`src/rtl/link_out_pkg.sv`:
```
package link_out_pkg;
  // Per-edge commands from the control to the datapath
  typedef struct packed {
    logic shiftEn;   // take sdoIn into the shift register
    logic loadTag;   // current bit completes the tag word
    logic loadSlot;  // current bit completes a payload slot
  } ctlStrobe_t;
endpackage

```
`src/rtl/link_out_ctrl.sv`:
```
module link_out_ctrl
  import link_out_pkg::*;
#(
  parameter int TAG_BITS  = 16,
  parameter int SLOT_BITS = 20,
  parameter int NUM_SLOTS = 12,
  parameter int IDX_W     = $clog2(NUM_SLOTS + 1)
) (
  input  logic             clk,
  input  logic             rstN,
  input  logic             syncIn,
  output ctlStrobe_t       strobe,
  output logic [IDX_W-1:0] slotNum,
  output logic             frameError
);
  localparam int MAX_LEN = (SLOT_BITS > TAG_BITS) ? SLOT_BITS : TAG_BITS;
  localparam int POS_W   = $clog2(MAX_LEN);

  logic             syncPrev;
  logic             active;
  logic [POS_W-1:0] bitPos;
  logic [IDX_W-1:0] slotCnt;
  logic             syncRise;
  logic             lastBit;
  logic             finalBit;
  logic             abort;

  assign syncRise = syncIn & ~syncPrev;

  always_comb begin
    if (slotCnt == '0) lastBit = active && (bitPos == POS_W'(TAG_BITS - 1));
    else               lastBit = active && (bitPos == POS_W'(SLOT_BITS - 1));
    finalBit = lastBit && (slotCnt == IDX_W'(NUM_SLOTS));
    abort    = syncRise && active && !finalBit;
    strobe.shiftEn  = active;
    strobe.loadTag  = lastBit && (slotCnt == '0) && !abort;
    strobe.loadSlot = lastBit && (slotCnt != '0) && !abort;
  end

  assign slotNum = slotCnt;

  always_ff @(posedge clk or negedge rstN) begin
    if (!rstN) begin
      syncPrev   <= 1'b0;
      active     <= 1'b0;
      bitPos     <= '0;
      slotCnt    <= '0;
      frameError <= 1'b0;
    end else begin
      syncPrev   <= syncIn;
      frameError <= abort;
      if (syncRise) begin
        active  <= 1'b1;
        bitPos  <= '0;
        slotCnt <= '0;
      end else if (active) begin
        if (lastBit) begin
          bitPos <= '0;
          if (finalBit) active  <= 1'b0;
          else          slotCnt <= slotCnt + 1'b1;
        end else begin
          bitPos <= bitPos + 1'b1;
        end
      end
    end
  end
endmodule

```
`src/rtl/link_out_dpath.sv`:
```
module link_out_dpath
  import link_out_pkg::*;
#(
  parameter int TAG_BITS  = 16,
  parameter int SLOT_BITS = 20,
  parameter int NUM_SLOTS = 12,
  parameter int ID_BITS   = 2,
  parameter int IDX_W     = $clog2(NUM_SLOTS + 1)
) (
  input  logic                 clk,
  input  logic                 rstN,
  input  logic                 sdoIn,
  input  ctlStrobe_t           strobe,
  input  logic [IDX_W-1:0]     slotNum,
  input  logic                 secondaryMode,
  input  logic [ID_BITS-1:0]   codecId,
  output logic [TAG_BITS-1:0]  tagWord,
  output logic                 tagStrobe,
  output logic [SLOT_BITS-1:0] slotData,
  output logic [IDX_W-1:0]     slotIdx,
  output logic                 slotStrobe,
  output logic                 slotValid
);
  localparam int EN_W = 1 << IDX_W;

  logic [SLOT_BITS-1:0] shiftReg;
  logic [SLOT_BITS-1:0] nextWord;
  logic                 addrMsb;
  logic [EN_W-1:0]      tagEn;
  logic                 idMatch;
  logic                 validNow;

  assign nextWord = {shiftReg[SLOT_BITS-2:0], sdoIn};
  assign idMatch  = (tagWord[ID_BITS-1:0] == codecId);

  // Tag bit that validates each slot number; unused numbers read 0
  for (genvar n = 0; n < EN_W; n++) begin : g_en
    if (n >= 1 && n <= NUM_SLOTS) begin : g_on
      assign tagEn[n] = tagWord[TAG_BITS-1-n];
    end else begin : g_off
      assign tagEn[n] = 1'b0;
    end
  end

  always_comb begin
    validNow = 1'b0;
    if (tagWord[TAG_BITS-1]) begin
      if (secondaryMode && slotNum == IDX_W'(1))      validNow = idMatch;
      else if (secondaryMode && slotNum == IDX_W'(2)) validNow = idMatch && addrMsb;
      else                                            validNow = tagEn[slotNum];
    end
  end

  always_ff @(posedge clk or negedge rstN) begin
    if (!rstN) begin
      shiftReg   <= '0;
      tagWord    <= '0;
      tagStrobe  <= 1'b0;
      slotData   <= '0;
      slotIdx    <= '0;
      slotStrobe <= 1'b0;
      slotValid  <= 1'b0;
      addrMsb    <= 1'b0;
    end else begin
      tagStrobe  <= strobe.loadTag;
      slotStrobe <= strobe.loadSlot;
      slotValid  <= strobe.loadSlot && validNow;
      if (strobe.shiftEn) shiftReg <= nextWord;
      if (strobe.loadTag) tagWord <= nextWord[TAG_BITS-1:0];
      if (strobe.loadSlot) begin
        slotData <= nextWord;
        slotIdx  <= slotNum;
        if (slotNum == IDX_W'(1)) addrMsb <= nextWord[SLOT_BITS-1];
      end
    end
  end
endmodule

```
`src/rtl/link_out_deser.sv`:
```
module link_out_deser
  import link_out_pkg::*;
#(
  parameter int TAG_BITS  = 16,
  parameter int SLOT_BITS = 20,
  parameter int NUM_SLOTS = 12,
  parameter int ID_BITS   = 2,
  parameter int IDX_W     = $clog2(NUM_SLOTS + 1)
) (
  input  logic                 clk,
  input  logic                 rstN,
  input  logic                 syncIn,
  input  logic                 sdoIn,
  input  logic                 secondaryMode,
  input  logic [ID_BITS-1:0]   codecId,
  output logic [TAG_BITS-1:0]  tagWord,
  output logic                 tagStrobe,
  output logic [SLOT_BITS-1:0] slotData,
  output logic [IDX_W-1:0]     slotIdx,
  output logic                 slotStrobe,
  output logic                 slotValid,
  output logic                 frameError
);
  ctlStrobe_t       strobe;
  logic [IDX_W-1:0] slotNum;

  link_out_ctrl #(
    .TAG_BITS(TAG_BITS), .SLOT_BITS(SLOT_BITS),
    .NUM_SLOTS(NUM_SLOTS), .IDX_W(IDX_W)
  ) u_ctrl (
    .clk(clk), .rstN(rstN), .syncIn(syncIn),
    .strobe(strobe), .slotNum(slotNum), .frameError(frameError)
  );

  link_out_dpath #(
    .TAG_BITS(TAG_BITS), .SLOT_BITS(SLOT_BITS), .NUM_SLOTS(NUM_SLOTS),
    .ID_BITS(ID_BITS), .IDX_W(IDX_W)
  ) u_dpath (
    .clk(clk), .rstN(rstN), .sdoIn(sdoIn), .strobe(strobe),
    .slotNum(slotNum), .secondaryMode(secondaryMode), .codecId(codecId),
    .tagWord(tagWord), .tagStrobe(tagStrobe), .slotData(slotData),
    .slotIdx(slotIdx), .slotStrobe(slotStrobe), .slotValid(slotValid)
  );
endmodule

```
`config.mk`:
```
export PLATFORM = sky130hd
export DESIGN_NAME = link_out_deser
export DESIGN_NICKNAME = d
export VERILOG_FILES = /design/src/rtl/link_out_pkg.sv /design/src/rtl/link_out_ctrl.sv /design/src/rtl/link_out_dpath.sv /design/src/rtl/link_out_deser.sv
export SDC_FILE = /design/constraint.sdc
export NUM_CORES = 1
export LEC_CHECK = 0
export BUFFER_PORTS_ARGS = -buffer_cell sky130_fd_sc_hd__buf_2
export CAP_MARGIN = 40
export CORE_MARGIN = 3
export CORE_UTILIZATION = 60
export CTS_BUF_LIST = sky130_fd_sc_hd__clkbuf_16
export DETAILED_ROUTE_END_ITERATION = 16
export GPL_TIMING_DRIVEN = 0
export PLACE_DENSITY_LB_ADDON = 0.15
export SYNTH_ARGS = -nofsm -noshare
export SYNTH_HDL_FRONTEND = slang
export SYNTH_SLANG_ARGS = --single-unit
```
`constraint.sdc`:
```
create_clock -name clk -period 4.22 [get_ports clk]
set_clock_uncertainty 0.15 [all_clocks]
set_input_delay 1.266 -clock clk [delete_from_list [all_inputs] [get_ports clk]]
set_output_delay 1.266 -clock clk [all_outputs]
set_load 0.01 [all_outputs]
```
==> results of run 1 <==
## per-layer routing
metal | vias to the layer above | wire [um] | track usage (%)
li1 | 1075 | - | -
met1 | 1138 | 2940 | 32.3
met2 | 69 | 3430 | 38.3
met3 | 12 | 352 | 4.31
met4 | 0 | 114 | 11.3
met5 | - | 0 | 0
## per-stage QoR
stage	total power (uW)	util, %	setup WS, ps
3_3_place_gp	1140	69.3	961
6_report	2000	76.1	1100
4_1_cts	2010	76.1	1130
2_1_floorplan	1040	-	1370
3_5_place_dp	1160	69.7	938
5_1_grt	2080	76.1	930
## registers in the layout, summed over array words and instances, names as in the netlist
signal / count
u_dpath.addrMsb: 1
u_ctrl.frameError: 1
u_dpath.shiftReg: 19
u_dpath.slotValid: 1
u_dpath.slotIdx: 4
u_dpath.slotStrobe: 1
u_ctrl.slotNum: 4
u_ctrl.bitPos: 5
u_dpath.tagStrobe: 1
u_dpath.tagWord: 16
u_dpath.slotData: 20
u_ctrl.active: 1
u_ctrl.syncPrev: 1
## worst paths after layout
kind,cells after the start,slack [ps],from,end
worst max-delay path,8,1100,u_ctrl.slotNum[0]$_DFFE_PN0P_,u_dpath.tagWord[14]$_DFFE_PN0P_
max in group asynchronous,2,2610,rstN,u_dpath.shiftReg[18]$_DFFE_PN0P_
worst min-delay path,2,320,u_dpath.slotData[13]$_DFFE_PN0P_,u_dpath.slotData[13]$_DFFE_PN0P_
worst max register to register,8,1100,u_ctrl.slotNum[0]$_DFFE_PN0P_,u_dpath.tagWord[14]$_DFFE_PN0P_
min in group asynchronous,1,750,rstN,u_ctrl.bitPos[0]$_DFFE_PN0P_
worst min register to register,2,320,u_dpath.slotData[13]$_DFFE_PN0P_,u_dpath.slotData[13]$_DFFE_PN0P_
## logic make-up after synthesis
family / Yosys count / share of synthesized area [%]
fa+ha+maj: 5 / 1.94
buf+inv: 18 / 2.72
mux: 41 / 15.1
compound gates: 29 / 6.06
flops: 75 / 58.3
simple gates: 107 / 15.4
xor+xnor: 2 / 0.544
## cell type report
| type | instances | area, um2 |
|---|---|---|
| clock buffers | 9 | 225 |
| well taps | 70 | 87.6 |
| inverters | 4 | 15.0 |
| plain buffers | 14 | 72.6 |
| repair buffers | 51 | 273 |
| multi-input cells | 184 | 1260 |
| fillers | 347 | 1230 |
| clock inverters | 5 | 104 |
| flip-flops and latches | 75 | 1880 |
## power by group
part           internal (uW)  switching, uW
logic                    122            144
clock network            570            279
registers                808           74.8
## layout by cell type (no fill, tap or decap), types with 2 or more instances in the layout
cell,Yosys,layout
nor2b_1,2,2
mux2_1,2,2
nand2_1,74,74
mux2_2,35,35
clkbuf_1,8,8
bufinv_16,0,3
clkbuf_16,0,9
mux4_2,2,2
xnor2_1,2,2
and3_1,2,2
o21a_1,2,2
dfrtp_1,75,75
o21ai_0,12,12
a21oi_1,5,5
a31oi_1,4,4
nand3_1,8,8
nand2b_1,2,2
nor2_1,3,3
buf_4,1,2
nor3b_1,2,2
ha_1,5,5
buf_2,1,50
and4_1,2,2
inv_1,4,4
nand3b_1,4,4
buf_6,2,2
buf_1,2,2
## critical path, delay by kind of cell, from the launching register on
family	cells	cell delay, ps
fa+ha+maj	1	230
flops	1	400
buf+inv	3	720
compound gates	1	660
mux	1	330
simple gates	2	510
==> results.md, run 1 <==
| Result | Reported | Unit |
|---|---|---|
| I/O Buffers | 50 | - |
| Total setup violations reported at the end of the flow | 0 | - |
| Cell area after synthesis | 3220 | um2 |
| Max transition margin | 53.2 | % |
| Placed cell count | 398 | - |
| Cell taking the most area after synthesis | dfrtp_1 | - |
| Register bit count reported by yosys | 75 | - |
| Number of enable-type register cells in the synthesized netlist | 0 | - |
| Hold Violations, Final | 0 | - |
| Chip height | 79.3 | um |
| Number of distinct standard cells referenced by the synthesized netlist | 41 | - |
| Global-route usage over all layers | 24.1 | % |
| Width of the die | 79.3 | um |
| Crit path time final | 3120 | ps |
| GP Congestion | 0.782 | - |
| Maximum vdd drop | 392 | uV |
| Master cell of the clock root buffer | clkbuf_16 | - |
| Pwr/cell area | 511 | nW/um2 |
| Layout-stage area growth over the synthesis result | 21.4 | % |
| Critical Path End Type | flop | - |
| Detailed placement HPWL | 4480 | um |
| Nets | 351 | - |
| Slew Limit Fails | 0 | - |
| Final WL | 6830 | um |
| Setup repair after global routing missed its margin | false | - |
| Cell with the largest stage delay on the worst path | a2111oi_4 | - |
| Fraction of registers with async set/reset | 100 | % |
| List of cells traversed by the critical path | clkbuf_1, inv_1, ha_1, nor3b_4, nand3_1, a2111oi_4, buf_6, mux2_1 | - |
| Area fraction of the dominant cell type after synthesis | 58.3 | % |
| Avg WL per Cell | 16.6 | um |
| Clock-pin slew on the worst setup and hold paths | 60 | ps |
| DRT antenna net count | 0 | - |
| Final cell count without fillers | 412 | - |
| Syn Inst Count | 277 | - |
| Post-detailed-route DRC marker count | 0 | - |
| Fraction of final layout cells with drive strength greater than 1 | 32.2 | % |
| Iteration count of the initial detailed-routing pass | 4 | - |
| Most common flop cell mapped by yosys | dfrtp_1 | - |
| Setup bufs post-CTS | 0 | - |
| Leading cell types by total area after synthesis | dfrtp_1, mux2_2, nand2_1, ha_1, o21ai_0 | - |
| CTS tree | done | - |
| Number of hold buffers added after cts | 0 | - |
| Die footprint | 6290 | um2 |
| Final hold slack | 316 | ps |
| Required @ worst endpoint | 4270 | ps |
| Ports placed on the boundary | 51 | - |
| Sink Count | 75 | - |
| Post-cts repair resize count | 0 | - |
| Category of the worst setup path launch point | flop | - |
| Antenna diodes | 0 | - |
| Critical Path AT | 3170 | ps |
| CP Class | flop to flop | - |
| Most frequent cell after synthesis | dfrtp_1 | - |
| Post-detailed-placement cell area | 3580 | um2 |
| Total non-filler cell area in the finished layout | 3910 | um2 |
| Post-route clock period utilization | 73.9 | % |
| Maximum buffer depth of the clock tree | 2 | - |
| Count of H-tree levels built during CTS | 3 | - |
| Critical Path Max Stage Delay | 660 | ps |
| Floorplan row count | 26 | - |
| Path category of the worst min-delay check | flop to flop | - |
| Total of warnings raised by yosys | 0 | - |
| Synth cell count leaders | dfrtp_1, nand2_1, mux2_2 | - |
| Max Clk Rate | 0.320 | GHz |
| Overall via count from detail_route | 2294 | - |
| Area of the core | 5140 | um2 |
| Highest fanout seen on the critical path | 10 | - |
| Number of design-rule violations left by the first detailed-router iteration | 174 | - |
| Maximum number of pins on one net before global-route repair | 39 | - |
| Wire length of the first global-routing pass | 11500 | um |
| Summed negative setup slack over all endpoints | 0 | ps |
| Post-Syn Nets | 289 | - |
| Leakage power | 0.00200 | uW |
| Sum of overflow across all layers after global routing | 0 | - |
| Per-instance average area after synthesis | 11.6 | um2 |
| Initial cell density of the core | 62.7 | % |
| Number of buffers added by the clock tree synthesis step | 9 | - |
| Run status | finished, final reports clean | - |
| Number of antenna violations at the first check in global routing | 0 | - |
| Number of violations of the max-capacitance limit | 0 | - |
| Sequential element share of the synthesized area | 58.3 | % |
| Worst-Margin Slew | 702 | ps |
| Vias in the first global route | 2320 | - |
| Via count normalized by instance count | 5.57 | - |
| Clock latency at the later pin of the worst-skew pair | 330 | ps |
Note: power is estimated with default switching activity, not from simulation.
==> run 2, diff against run 1 <==
Settings changed: ABC_AREA from default to 1, CORE_UTILIZATION 60 to 57.
Clock period 4.22 ns to 2.9 ns, I/O delays scaled along.
==> run 2 against run 1 <==
  * Utilization down 5.4 points
  * Register-to-register slack worse by 520 ps
  * Final area up 7.7%
  * Final cell count up 23%
  * Sequential share of layout area down 3.4 points
  * Maximum frequency up 34%
==> results.md, run 2 <==
| Result | Reported | Unit |
|---|---|---|
| Hold Violations, Final | 0 | - |
| Final hold slack | 316 | ps |
| Critical Path End Type | flop | - |
| Count of cell instances traversed by the critical path | 12 | - |
| Nets | 438 | - |
| Synth cell count leaders | dfrtp_1, nand2_1, o21ai_2 | - |
| Simple-gate portion of the synthesized area | 20.7 | % |
| Number of violations of the max-capacitance limit | 0 | - |
| GP Congestion | 0.872 | - |
| Run status | finished, final reports clean | - |
| Initial cell density of the core | 59.5 | % |
| Critical register-to-register path startpoint | u_ctrl.slotNum[0]$_DFFE_PN0P_ | - |
| I/O Buffers | 50 | - |
| Setup bufs post-CTS | 0 | - |
| Overall via count from detail_route | 2623 | - |
| Area fraction of the dominant cell type after synthesis | 52.9 | % |
| Most common cell after layout, fill and taps aside | dfrtp_1 | - |
| Most flops, register | u_dpath.slotData | - |
| Register area | 1880 | um2 |
| Sum of overflow across all layers after global routing | 0 | - |
| Die footprint | 7200 | um2 |
| Highest fanout seen on the critical path | 10 | - |
| Top cell by count, worst path | nand2_4 | - |
| Post-cts repair resize count | 0 | - |
| Number of design-rule violations left by the first detailed-router iteration | 153 | - |
| Antenna diodes | 0 | - |
| Detailed placement HPWL | 5230 | um |
| Fraction of final layout cells with drive strength greater than 1 | 39.9 | % |
| Cell area after synthesis | 3540 | um2 |
| Maximum vdd drop | 472 | uV |
| Most frequent cell after synthesis | dfrtp_1 | - |
| Setup repair after global routing missed its margin | false | - |
| Max Clk Rate | 0.431 | GHz |
| Total of warnings raised by yosys | 0 | - |
| Category of the worst setup path launch point | flop | - |
| Number of hold buffers added after cts | 0 | - |
| Adder-cell area share of the yosys netlist | 1.76 | % |
| Avg WL per Cell | 14.5 | um |
| Main combinational cell family by area after synthesis | simple AND/OR/NAND/NOR gates | - |
| CTS tree | done | - |
| Layout-stage area growth over the synthesis result | 18.8 | % |
| Post-route clock period utilization | 80.0 | % |
| Area of the core | 5960 | um2 |
| Clock latency at the later pin of the worst-skew pair | 330 | ps |
| Number of antenna violations at the first check in global routing | 0 | - |
| Cell taking the most area after synthesis | dfrtp_1 | - |
| Pwr/cell area | 867 | nW/um2 |
| Worst-Margin Slew | 574 | ps |
| CP Class | flop to flop | - |
| Wire length of the first global-routing pass | 12900 | um |
| Fraction of synthesized area in multiplexers | 0 | % |
| Iteration count of the initial detailed-routing pass | 4 | - |
| Register bit count reported by yosys | 75 | - |
| Total setup violations reported at the end of the flow | 0 | - |
| Path category of the worst min-delay check | primary input to async pin | - |
| Number of distinct standard cells referenced by the synthesized netlist | 28 | - |
| Critical Path AT | 2390 | ps |
| Master cell of the clock root buffer | clkbuf_16 | - |
| Sequential element share of the synthesized area | 52.9 | % |
| Crit path time final | 2320 | ps |
| Number of cell instances on the worst register-to-register path | 12 | - |
| Syn Inst Count | 364 | - |
| XOR/XNOR Fraction of Synth Area | 1.24 | % |
| Leakage power | 0.00226 | uW |
| Final WL | 7320 | um |
| Number of buffers added by the clock tree synthesis step | 9 | - |
| Most common flop cell mapped by yosys | dfrtp_1 | - |
| Cell with the largest stage delay on the worst path | dfrtp_1 | - |
| Critical Path Max Stage Delay | 390 | ps |
| Vias in the first global route | 2662 | - |
| Ports placed on the boundary | 51 | - |
| Maximum number of pins on one net before global-route repair | 47 | - |
| Clock-pin slew on the worst setup and hold paths | 60 | ps |
| Number of flip-flops in the largest register | 20 | - |
| List of cells traversed by the critical path | buf_2, clkinv_1, ha_1, inv_1, nor2_2, nand2_4, nand4_4, nand2_4, nand2_4, buf_6, nand2_2, o21ai_2 | - |
| Multi-input combinational cell area | 1370 | um2 |
| DRT antenna net count | 0 | - |
| Destination of the worst register-to-register timing path | u_dpath.slotData[19]$_DFFE_PN0P_ | - |
| Required @ worst endpoint | 2970 | ps |
| Maximum buffer depth of the clock tree | 2 | - |
| Via count normalized by instance count | 5.18 | - |
| Compound-gate portion of the synthesized area | 15.1 | % |
| Leading cell types by total area after synthesis | dfrtp_1, o21ai_2, nand2_2, nand2_1, inv_1 | - |
| Width of the die | 84.9 | um |
| Count of H-tree levels built during CTS | 3 | - |
| Post-detailed-route DRC marker count | 0 | - |
| Max transition margin | 61.7 | % |
| Number of enable-type register cells in the synthesized netlist | 0 | - |
| Most frequent cells in the layout | dfrtp_1, nand2_1, buf_2 | - |
| Biggest regs | u_dpath.slotData x20, u_dpath.shiftReg x19, u_dpath.tagWord x16 | - |
| Floorplan row count | 28 | - |
| Summed negative setup slack over all endpoints | 0 | ps |
| Worst setup slack for register-to-register paths | 580 | ps |
| Filler Cells Inserted | 496 | - |
| Chip height | 84.9 | um |
| Sink Count | 75 | - |
| Post-Syn Nets | 376 | - |
| Slew Limit Fails | 0 | - |
| Fraction of registers with async set/reset | 100 | % |
| Global-route usage over all layers | 23.0 | % |
| Per-instance average area after synthesis | 9.74 | um2 |
| Category of cells accounting for the largest share of critical-path delay | buffers and inverters | - |
| Count of buffering cells on the critical path with inverters included | 4 | - |
## run 2: changes by cell type after synthesis, sizes merged, moves of 3 or more
cell and change:
nor3b -3, mux2 -38, o21ai +56, xor2 +5
nor2 +19, nand3b -3, clkbuf -6, inv +37
nand3 +5, buf +8, nand4 +3, nand2 +30
## run 2: power breakdown
part | internal [uW] | total, uW | switching (uW) | leakage [uW]
Clock | 662 | 1100 | 435 | 0.000143
Sequential | 1250 | 1440 | 191 | 0.000966
Combinational | 446 | 1110 | 669 | 0.00115
## run 2: kinds of logic after synthesis
logic type,count (synthesis)
AOI/OAI and AO/OA,75
xor gates and xnor gates,5
adders and majority gates,5
buffers and inverters,59
DFF,75
and+or+nand+nor,145
## run 2: metrics by stage
stage / util (%) / cells / worst slack, ps / area (um2) / total power, uW
floorplan: - / 364 / 933 / 3540 / 2210
global placement: 65.3 / 489 / 341 / 3890 / 2520
detailed placement: 65.8 / 490 / 595 / 3920 / 2560
CTS: 70.7 / 506 / 550 / 4210 / 3680
global route: 70.7 / 506 / 418 / 4210 / 3880
finish: 70.7 / 506 / 580 / 4210 / 3650
## run 2: worst register-to-register path, delay by kind of cell (launching register included)
family | cells | cell delay [ps]
compound gates | 1 | 50
simple gates | 6 | 540
buf+inv | 4 | 770
fa+ha+maj | 1 | 320
flops | 1 | 390
## run 2: worst max-delay path by stage
stage	startpoint	endpoint	slack [ps]
2_1_floorplan	u_ctrl.slotNum[0]$_DFFE_PN0P_	u_dpath.slotIdx[0]$_DFFE_PN0P_	930
3_3_place_gp	rstN	u_dpath.slotData[10]$_DFFE_PN0P_	340
3_5_place_dp	u_ctrl.slotNum[0]$_DFFE_PN0P_	u_dpath.slotData[15]$_DFFE_PN0P_	590
4_1_cts	u_ctrl.slotNum[0]$_DFFE_PN0P_	u_dpath.slotData[19]$_DFFE_PN0P_	550
5_1_grt	u_ctrl.slotNum[0]$_DFFE_PN0P_	u_dpath.slotIdx[0]$_DFFE_PN0P_	420
6_report	u_ctrl.slotNum[0]$_DFFE_PN0P_	u_dpath.slotData[19]$_DFFE_PN0P_	580
## run 2: routing by layer
| layer | global-route usage, % | vias up | wire length [um] |
|---|---|---|---|
| met1 | 30.8 | 1278 | 3340 |
| li1 | - | 1285 | - |
| met2 | 36.4 | 44 | 3560 |
| met5 | 0 | - | 0 |
| met3 | 5.83 | 16 | 278 |
| met4 | 8.49 | 0 | 143 |
## run 2: final cells by class
cell class | count | share of cell area (%)
clock inverter | 7 | 1.63
inverter | 43 | 3.86
tap | 75 | 2.23
sequential | 75 | 44.6
multi-input combinational | 230 | 32.6
buffer | 16 | 3.12
timing repair buffer | 51 | 6.65
clock buffer | 9 | 5.35
==> run 3, diff against run 2 <==
Settings changed: ABC_AREA 1 to 0, CORE_UTILIZATION 57 to 50.
Clock period 2.9 ns to 1.9 ns, I/O delays scaled along.
==> run 3 against run 2 <==
  * The flow now finishes with violations (setup timing)
  * Sequential power grew 39%
  * Global-route usage shrank 3.3 points
  * Clock-buffer cell count is the same
  * Largest cell class unchanged
  * Maximum frequency grew 0.74%
  * Via count shrank 9.8%
  * Total power grew 23%
  * Worst hold slack lost 92 ps
  * Clock power grew 62%
  * Combinational power shrank 36%
  * First-iteration DRC count shrank 21%
==> results.md, run 3 (synthesized netlist as in run 1, its figures left out) <==
| Result | Reported | Unit |
|---|---|---|
| Run status | complete, but fails checks | - |
| Failing checks | setup timing | - |
| Antenna diodes | 0 | - |
| Overall via count from detail_route | 2365 | - |
| Area of the core | 6100 | um2 |
| CTS tree | done | - |
| Category of the worst setup path launch point | flop | - |
| Met2 GRT Util | 28.6 | % |
| Vias in the first global route | 2291 | - |
| Worst setup slack before clock tree synthesis | -779 | ps |
| Worst-Margin Slew | 520 | ps |
| Top Usage Layer GRT | met2 | - |
| Highest fanout seen on the critical path | 4 | - |
| Biggest regs | u_dpath.slotData x20, u_dpath.shiftReg x19, u_dpath.tagWord x16 | - |
| Final hold slack | 224 | ps |
| Pwr/cell area | 1000 | nW/um2 |
| Floorplan row count | 28 | - |
| Max Clk Rate | 0.434 | GHz |
| Cell with the largest stage delay on the worst path | or4_1 | - |
| Number of flip-flops in the largest register | 20 | - |
| Detailed placement HPWL | 4540 | um |
| Sink Count | 75 | - |
| Avg WL per Cell | 17.2 | um |
| Iteration count of the initial detailed-routing pass | 4 | - |
| Setup repair after global routing missed its margin | true | - |
| Most frequent cells in the layout | dfrtp_1, buf_2, nand2_1 | - |
| DRT antenna net count | 0 | - |
| Final WL | 7530 | um |
| Number of violations of the max-capacitance limit | 0 | - |
| Width of the die | 86.3 | um |
| I/O Buffers | 50 | - |
| Count of H-tree levels built during CTS | 3 | - |
| Nets | 371 | - |
| Maximum number of pins on one net before global-route repair | 60 | - |
| Met1 global-route usage | 28.6 | % |
| Number of design-rule violations left by the first detailed-router iteration | 121 | - |
| Post-detailed-route DRC marker count | 0 | - |
| Maximum buffer depth of the clock tree | 2 | - |
| Path category of the worst min-delay check | primary input to flop | - |
| Master cell of the clock root buffer | clkbuf_16 | - |
| Sum of overflow across all layers after global routing | 0 | - |
| GP Congestion | 0.750 | - |
| Max transition margin | 65.3 | % |
| Post-detailed-placement cell area | 3710 | um2 |
| Count of buffering cells on the critical path with inverters included | 3 | - |
| Total setup violations reported at the end of the flow | 53 | - |
| Via count normalized by instance count | 5.40 | - |
| Final Total Pwr | 4490 | uW |
| Die footprint | 7440 | um2 |
| Clock latency at the later pin of the worst-skew pair | 330 | ps |
| Global-route usage over all layers | 19.7 | % |
| Maximum vdd drop | 749 | uV |
| Critical Path AT | 2390 | ps |
| Slew Limit Fails | 0 | - |
| CP Class | flop to flop | - |
| Post-route clock period utilization | 121 | % |
| Met3 track utilization from global routing | 4.09 | % |
| Most flops, register | u_dpath.slotData | - |
| Final critical-path setup slack | -403 | ps |
| Critical Path End Type | flop | - |
| Leakage power | 0.00220 | uW |
| Chip height | 86.3 | um |
| Critical Path Max Stage Delay | 440 | ps |
| Required @ worst endpoint | 1990 | ps |
| Total non-filler cell area in the finished layout | 4470 | um2 |
| Crit path time final | 2300 | ps |
| Category of cells accounting for the largest share of critical-path delay | simple AND/OR/NAND/NOR gates | - |
| Wire length of the first global-routing pass | 11400 | um |
| Hold Violations, Final | 0 | - |
| Initial cell density of the core | 52.9 | % |
| Most common cell after layout, fill and taps aside | dfrtp_1 | - |
| Fraction of final layout cells with drive strength greater than 1 | 50.4 | % |
| Clock-pin slew on the worst setup and hold paths | 60 | ps |
| List of cells traversed by the critical path | clkbuf_8, clkinv_4, ha_4, nor3b_4, buf_6, mux2_4, or4_1, a21oi_2 | - |
| Layout-stage area growth over the synthesis result | 38.7 | % |
| Number of buffers added by the clock tree synthesis step | 9 | - |
| Number of antenna violations at the first check in global routing | 0 | - |
| Summed negative setup slack over all endpoints | -12390 | ps |
| Ports placed on the boundary | 51 | - |
-- run 3: changes by cell type in the layout (fill, tap and decap cells not counted), sizes merged, moves of 5 or more --
cell    before  now
buf         65   76
clkbuf      11   17
inv         41    3
mux2         0   38
nand2      104   74
nand3       13    8
nor2        22    3
o21ai       68   12
xor2         5    0
-- run 3: stage by stage --
stage | util (%) | std cells
4_1_cts | 68.2 | 429
5_1_grt | 73.3 | 438
2_1_floorplan | - | 277
3_5_place_dp | 60.8 | 403
3_3_place_gp | 60.3 | 402
6_report | 73.3 | 438
-- run 3: repair_timing --
item,CTS,global route
setup endpoints to repair,68,55
hold endpoints to repair,16,0
gates resized for setup,18,65
buffers inserted,9,6
pin swaps,2,35
hold buffers,1,0
cloned,1,3
-- run 3: path summary, 6_finish.rpt --
kind / end / cells past startpoint / start / slack, ps
max in group asynchronous: u_ctrl.slotNum[1]$_DFFE_PN0P_ / 3 / rstN / 520
min in group asynchronous: u_ctrl.frameError$_DFF_PN0_ / 2 / rstN / 510
min reg2reg: u_dpath.slotData[14]$_DFFE_PN0P_ / 2 / u_dpath.slotData[14]$_DFFE_PN0P_ / 320
max: u_ctrl.slotNum[3]$_DFFE_PN0P_ / 8 / u_ctrl.slotNum[0]$_DFFE_PN0P_ / -400
min: u_ctrl.syncPrev$_DFF_PN0_ / 1 / syncIn / 220
max reg2reg: u_ctrl.slotNum[3]$_DFFE_PN0P_ / 8 / u_ctrl.slotNum[0]$_DFFE_PN0P_ / -400
-- run 3: cell type report --
class	count	area (um2)
flip-flops and latches	75	1880
fillers	423	1630
multi-input cells	184	1490
repair buffers	71	527
clock buffers	9	225
plain buffers	14	143
well taps	75	93.8
clock inverters	6	91.3
inverters	4	20.0
-- run 3: layer usage --
layer	vias to the layer above	routed length [um]
li1	1118	-
met1	1166	3470
met2	68	3590
met3	13	328
met4	0	145
met5	-	0
-- run 3: report_power, final --
group	internal (uW)	switching, uW
registers	1800	200
clock network	1150	635
logic	356	356
